<file path="src/rtl/rst_seq.sv">
module rst_seq #(
  parameter int INIT_CYCLES   = 64,
  parameter int RELEASE_TICKS = 4
) (
  input  logic clk,
  input  logic por_n,
  input  logic supply_ok,
  input  logic tick,
  input  logic wdt_fault,
  output logic sup_rst_n,
  output logic sys_rst_n,
  output logic release_stb
);

  localparam int IW = (INIT_CYCLES > 1) ? $clog2(INIT_CYCLES) : 1;
  localparam int TW = (RELEASE_TICKS > 1) ? $clog2(RELEASE_TICKS) : 1;
  localparam logic [IW-1:0] INIT_LAST = IW'(INIT_CYCLES - 1);
  localparam logic [TW-1:0] TICK_LAST = TW'(RELEASE_TICKS - 1);

  typedef enum logic [2:0] {
    S_HOLD  = 3'd0,
    S_INIT  = 3'd1,
    S_COUNT = 3'd2,
    S_RUN   = 3'd3,
    S_FAULT = 3'd4
  } state_t;

  state_t         state;
  logic [IW-1:0]  init_cnt;
  logic [TW-1:0]  tick_cnt;
  logic           counting;

  assign counting = (state == S_COUNT) || (state == S_FAULT);

  always_ff @(posedge clk or negedge por_n) begin
    if (!por_n) begin
      state       <= S_HOLD;
      init_cnt    <= '0;
      tick_cnt    <= '0;
      release_stb <= 1'b0;
    end else begin
      release_stb <= 1'b0;
      if (!supply_ok) begin
        state    <= S_HOLD;
        init_cnt <= '0;
        tick_cnt <= '0;
      end else begin
        case (state)
          S_HOLD: begin
            state    <= S_INIT;
            init_cnt <= '0;
            tick_cnt <= '0;
          end
          S_INIT: begin
            if (init_cnt == INIT_LAST) state <= S_COUNT;
            else init_cnt <= init_cnt + 1'b1;
          end
          S_RUN: begin
            tick_cnt <= '0;
            if (wdt_fault) state <= S_FAULT;
          end
          default: begin
            if (counting && tick) begin
              if (tick_cnt == TICK_LAST) begin
                state       <= S_RUN;
                tick_cnt    <= '0;
                release_stb <= 1'b1;
              end else begin
                tick_cnt <= tick_cnt + 1'b1;
              end
            end
          end
        endcase
      end
    end
  end

  assign sup_rst_n = supply_ok && ((state == S_RUN) || (state == S_FAULT));
  assign sys_rst_n = supply_ok && (state == S_RUN);

endmodule

</file>
<file path="config.mk">
export PLATFORM = sky130hd
export DESIGN_NAME = rst_seq
export DESIGN_NICKNAME = d
export VERILOG_FILES = /design/src/rtl/rst_seq.sv
export SDC_FILE = /design/constraint.sdc
export NUM_CORES = 1
export LEC_CHECK = 0
export BUFFER_PORTS_ARGS = -buffer_cell sky130_fd_sc_hd__buf_2
export CAP_MARGIN = 0
export CELL_PAD_IN_SITES_DETAIL_PLACEMENT = 1
export CELL_PAD_IN_SITES_GLOBAL_PLACEMENT = 1
export CORE_ASPECT_RATIO = 1.2
export CORE_MARGIN = 1
export CORE_UTILIZATION = 40
export DETAILED_ROUTE_END_ITERATION = 10
export PLACE_DENSITY = 0.8
export SLEW_MARGIN = 10
export SYNTH_ARGS = -nofsm -noshare
export SYNTH_HDL_FRONTEND = slang
export SYNTH_SLANG_ARGS = --single-unit
</file>
<file path="constraint.sdc">
create_clock -name clk -period 4.1 [get_ports clk]
set_clock_uncertainty 0.1 [all_clocks]
set_input_delay 0.41 -clock clk [delete_from_list [all_inputs] [get_ports clk]]
set_output_delay 0.41 -clock clk [all_outputs]
set_load 0.005 [all_outputs]
</file>
==> impl_metrics.tcl <==
set metrics [dict create \
    cts.sinks 12 \
    required_ns 3.59 \
    hold_depth 2 \
    die-height_um 49.0 \
    fmax_mhz 527 \
    slowest_delay_ns 0.58 \
    fin_nets 101 \
    timing.final.crit_share_pct 46.3 \
    area_growth_pct 10.5 \
    grt-ovfl-total 0 \
    dieArea_mm2 0.00202 \
    ys_ff_latch 12 \
    rows 16 \
    setup_tns_ns 0 \
    grt_pass1_vias 618 \
    cts_root_buf "clkbuf_4" \
    gp_congestion 0.736 \
    syn-num-nets 93 \
    synth_cells 86 \
    rsz0062_at_grt "false" \
    drc_errors 0 \
    slew-limit-headroom_pct 67.0 \
    grt_max_degree 15 \
    io_pins 8 \
    yosys.area.top_type "dfrtp_1" \
    p_per_area_mw_per_mm2 300 \
    worst_pin_slew_ns 0.493 \
    ir_drop_mv 0.126 \
    dr.pass1.iters 2 \
    rrSetupSlack_ns 2.39 \
    avgSynthCellArea_um2 8.57 \
    timing.hold.ws_ns 0.362 \
    hp-class "primary input to register" \
    totalWireLength_um 1660 \
    initial_core_util_pct 43.8 \
    p_leak_nw 0.359 \
    antenna_found_initial 0 \
    critPathMaxFanout 13 \
    drt-initial-drc-count 9 \
    diodes 0 \
    slew_violations 0 \
    worst_path_max_delay_cell "dfrtp_1" \
    via_per_inst 6.08 \
    timing_hold_violations_final 0 \
    clk_path_buf_depth 2 \
    insertion_delay_ns 0.27 \
    antenna_left 0 \
    setup_viol 0 \
    yosysWarnings 0 \
    syn-cell-area_um2 737 \
    crit_path_cell_trace "nor3b_1, a21oi_1, nor2_1, buf_2" \
    cp-start-kind "register" \
    core-area_mm2 0.00168 \
    end_kind "output port" \
    cts_buffers 3 \
    dp_hpwl_um 1240 \
    seq_area_frac_synth_pct 40.7 \
    grt_pass1_wl_um 2680 \
    synth_area_leaders "dfrtp_1, nand3_1, a21oi_1" \
    die_w_um 41.2 \
    wl_per_cell_um 14.9 \
    synth.distinct_cells 32 \
    track_usage_pct 18.5 \
    maxCapViolCount 0 \
    drive_above_1_share_pct 16.1 \
    cts_tree "yes" \
    status "complete, no violations" \
    synth_top_area_share_pct 40.7 \
    numPortBuffers 7 \
    htreeDepth 1 \
    cts_setup_buffers 0 \
    clkTransAtPathRegs_ns 0.09 \
    cp_data_arrival_time_ns 1.39 \
    crit_type "register to output port" \
    finalCriticalPeriod_ns 1.90 \
    ff2ff_path_depth 5 \
    vias 675 \
]
-- critical path, delay by kind of cell (launching register included) --
kind,cells,cell delay (ns)
buffers and inverters,1,0.12
AO/OA/AOI/OAI,1,0.06
AND/OR/NAND/NOR,2,0.35
flip-flops,1,0.58
-- cell families after synthesis --
| group | after synthesis | synth area share (%) |
|---|---|---|
| and+or+nand+nor | 37 | 26.3 |
| AOI/OAI and AO/OA | 22 | 18.8 |
| DFF | 12 | 40.7 |
| adders and majority gates | 2 | 3.40 |
| xor gates and xnor gates | 2 | 2.38 |
| muxes | 2 | 2.72 |
| buffers and inverters | 9 | 5.60 |
-- layer usage --
metal | up-vias | wire (µm) | track usage (%)
li1 | 330 | - | -
met1 | 338 | 787 | 24.1
met2 | 7 | 832 | 31.3
met3 | 0 | 35 | 2.74
met4 | 0 | 0 | 3.23
met5 | - | 0 | 0
-- through the flow --
stage          utilization (%)  area [µm²]  setup WS (ns)  total power, mW  instances
5_1_grt                   48.4         815           2.04            0.260        111
4_1_cts                   48.4         815           2.19            0.247        111
6_report                  48.4         815           2.20            0.245        111
3_5_place_dp              45.7         768           2.40            0.152        106
2_1_floorplan                -         737           2.61            0.144         86
3_3_place_gp              45.7         768           2.46            0.151        106
-- layout by cell type (no fill, tap or decap), types with 3 or more instances in the layout --
cell / Yosys / routed
dfrtp_1: 12 / 12
a21oi_1: 6 / 6
nand3_1: 7 / 7
clkbuf_4: 0 / 3
nand4_1: 4 / 4
nor2_1: 6 / 6
o21ai_0: 6 / 6
and3_1: 3 / 3
buf_2: 3 / 7
nand2_1: 8 / 8
inv_1: 4 / 4
-- power breakdown --
part | internal, mW | leakage [nW] | switching [mW]
clock network | 0.0539 | 0.0210 | 0.0408
registers | 0.121 | 0.165 | 0.00735
logic | 0.00843 | 0.174 | 0.0130
total | 0.183 | 0.359 | 0.0611
-- cell type report --
class,instances,area (µm²)
inverter,4,15.0
multi-input combinational,65,395
clock buffer,4,36.3
timing repair buffer,8,45.0
fill,204,867
tap,18,22.5
sequential,12,300
-- path summary, 6_finish.rpt --
kind,from,endpoint
max in group asynchronous,por_n,state[0]$_DFFE_PN0P_
max,state[2]$_DFFE_PN0P_,sup_rst_n
min,supply_ok,state[1]$_DFFE_PN0P_
min reg2reg,tick_cnt[1]$_DFFE_PN0P_,tick_cnt[1]$_DFFE_PN0P_
max reg2reg,init_cnt[0]$_DFFE_PN0P_,state[1]$_DFFE_PN0P_
min in group asynchronous,por_n,state[2]$_DFFE_PN0P_
-- Yosys cell counts (all sizes together) --
| cell | number |
|---|---|
| mux2i | 2 |
| nand2b | 1 |
| xor2 | 1 |
| a31oi | 1 |
| nor2 | 7 |
| nand3 | 7 |
| nor2b | 1 |
| and2 | 1 |
| and3 | 3 |
| buf | 4 |
| nand2 | 8 |
| o21a | 1 |
| dfrtp | 12 |
| a221oi | 1 |
| o311ai | 3 |
| nor3 | 1 |
| xnor2 | 1 |
| a21oi | 6 |
| a21o | 1 |
| o21ai | 6 |
| or2 | 2 |
| nor3b | 2 |
| a211oi | 2 |
| clkbuf | 1 |
| nand4 | 4 |
| inv | 4 |
| ha | 2 |
| o211ai | 1 |
-- flip-flops by register name, indices dropped and copies added (netlist names) --
| signal | flops |
|---|---|
| release_stb | 1 |
| tick_cnt | 2 |
| state | 3 |
| init_cnt | 6 |
-- timing repair --
action | CTS | global route
hold buffers | 1 | 0
hold endpoints to repair | 12 | 0
resized for setup | 0 | 0
(Power assumes the default switching activity.)
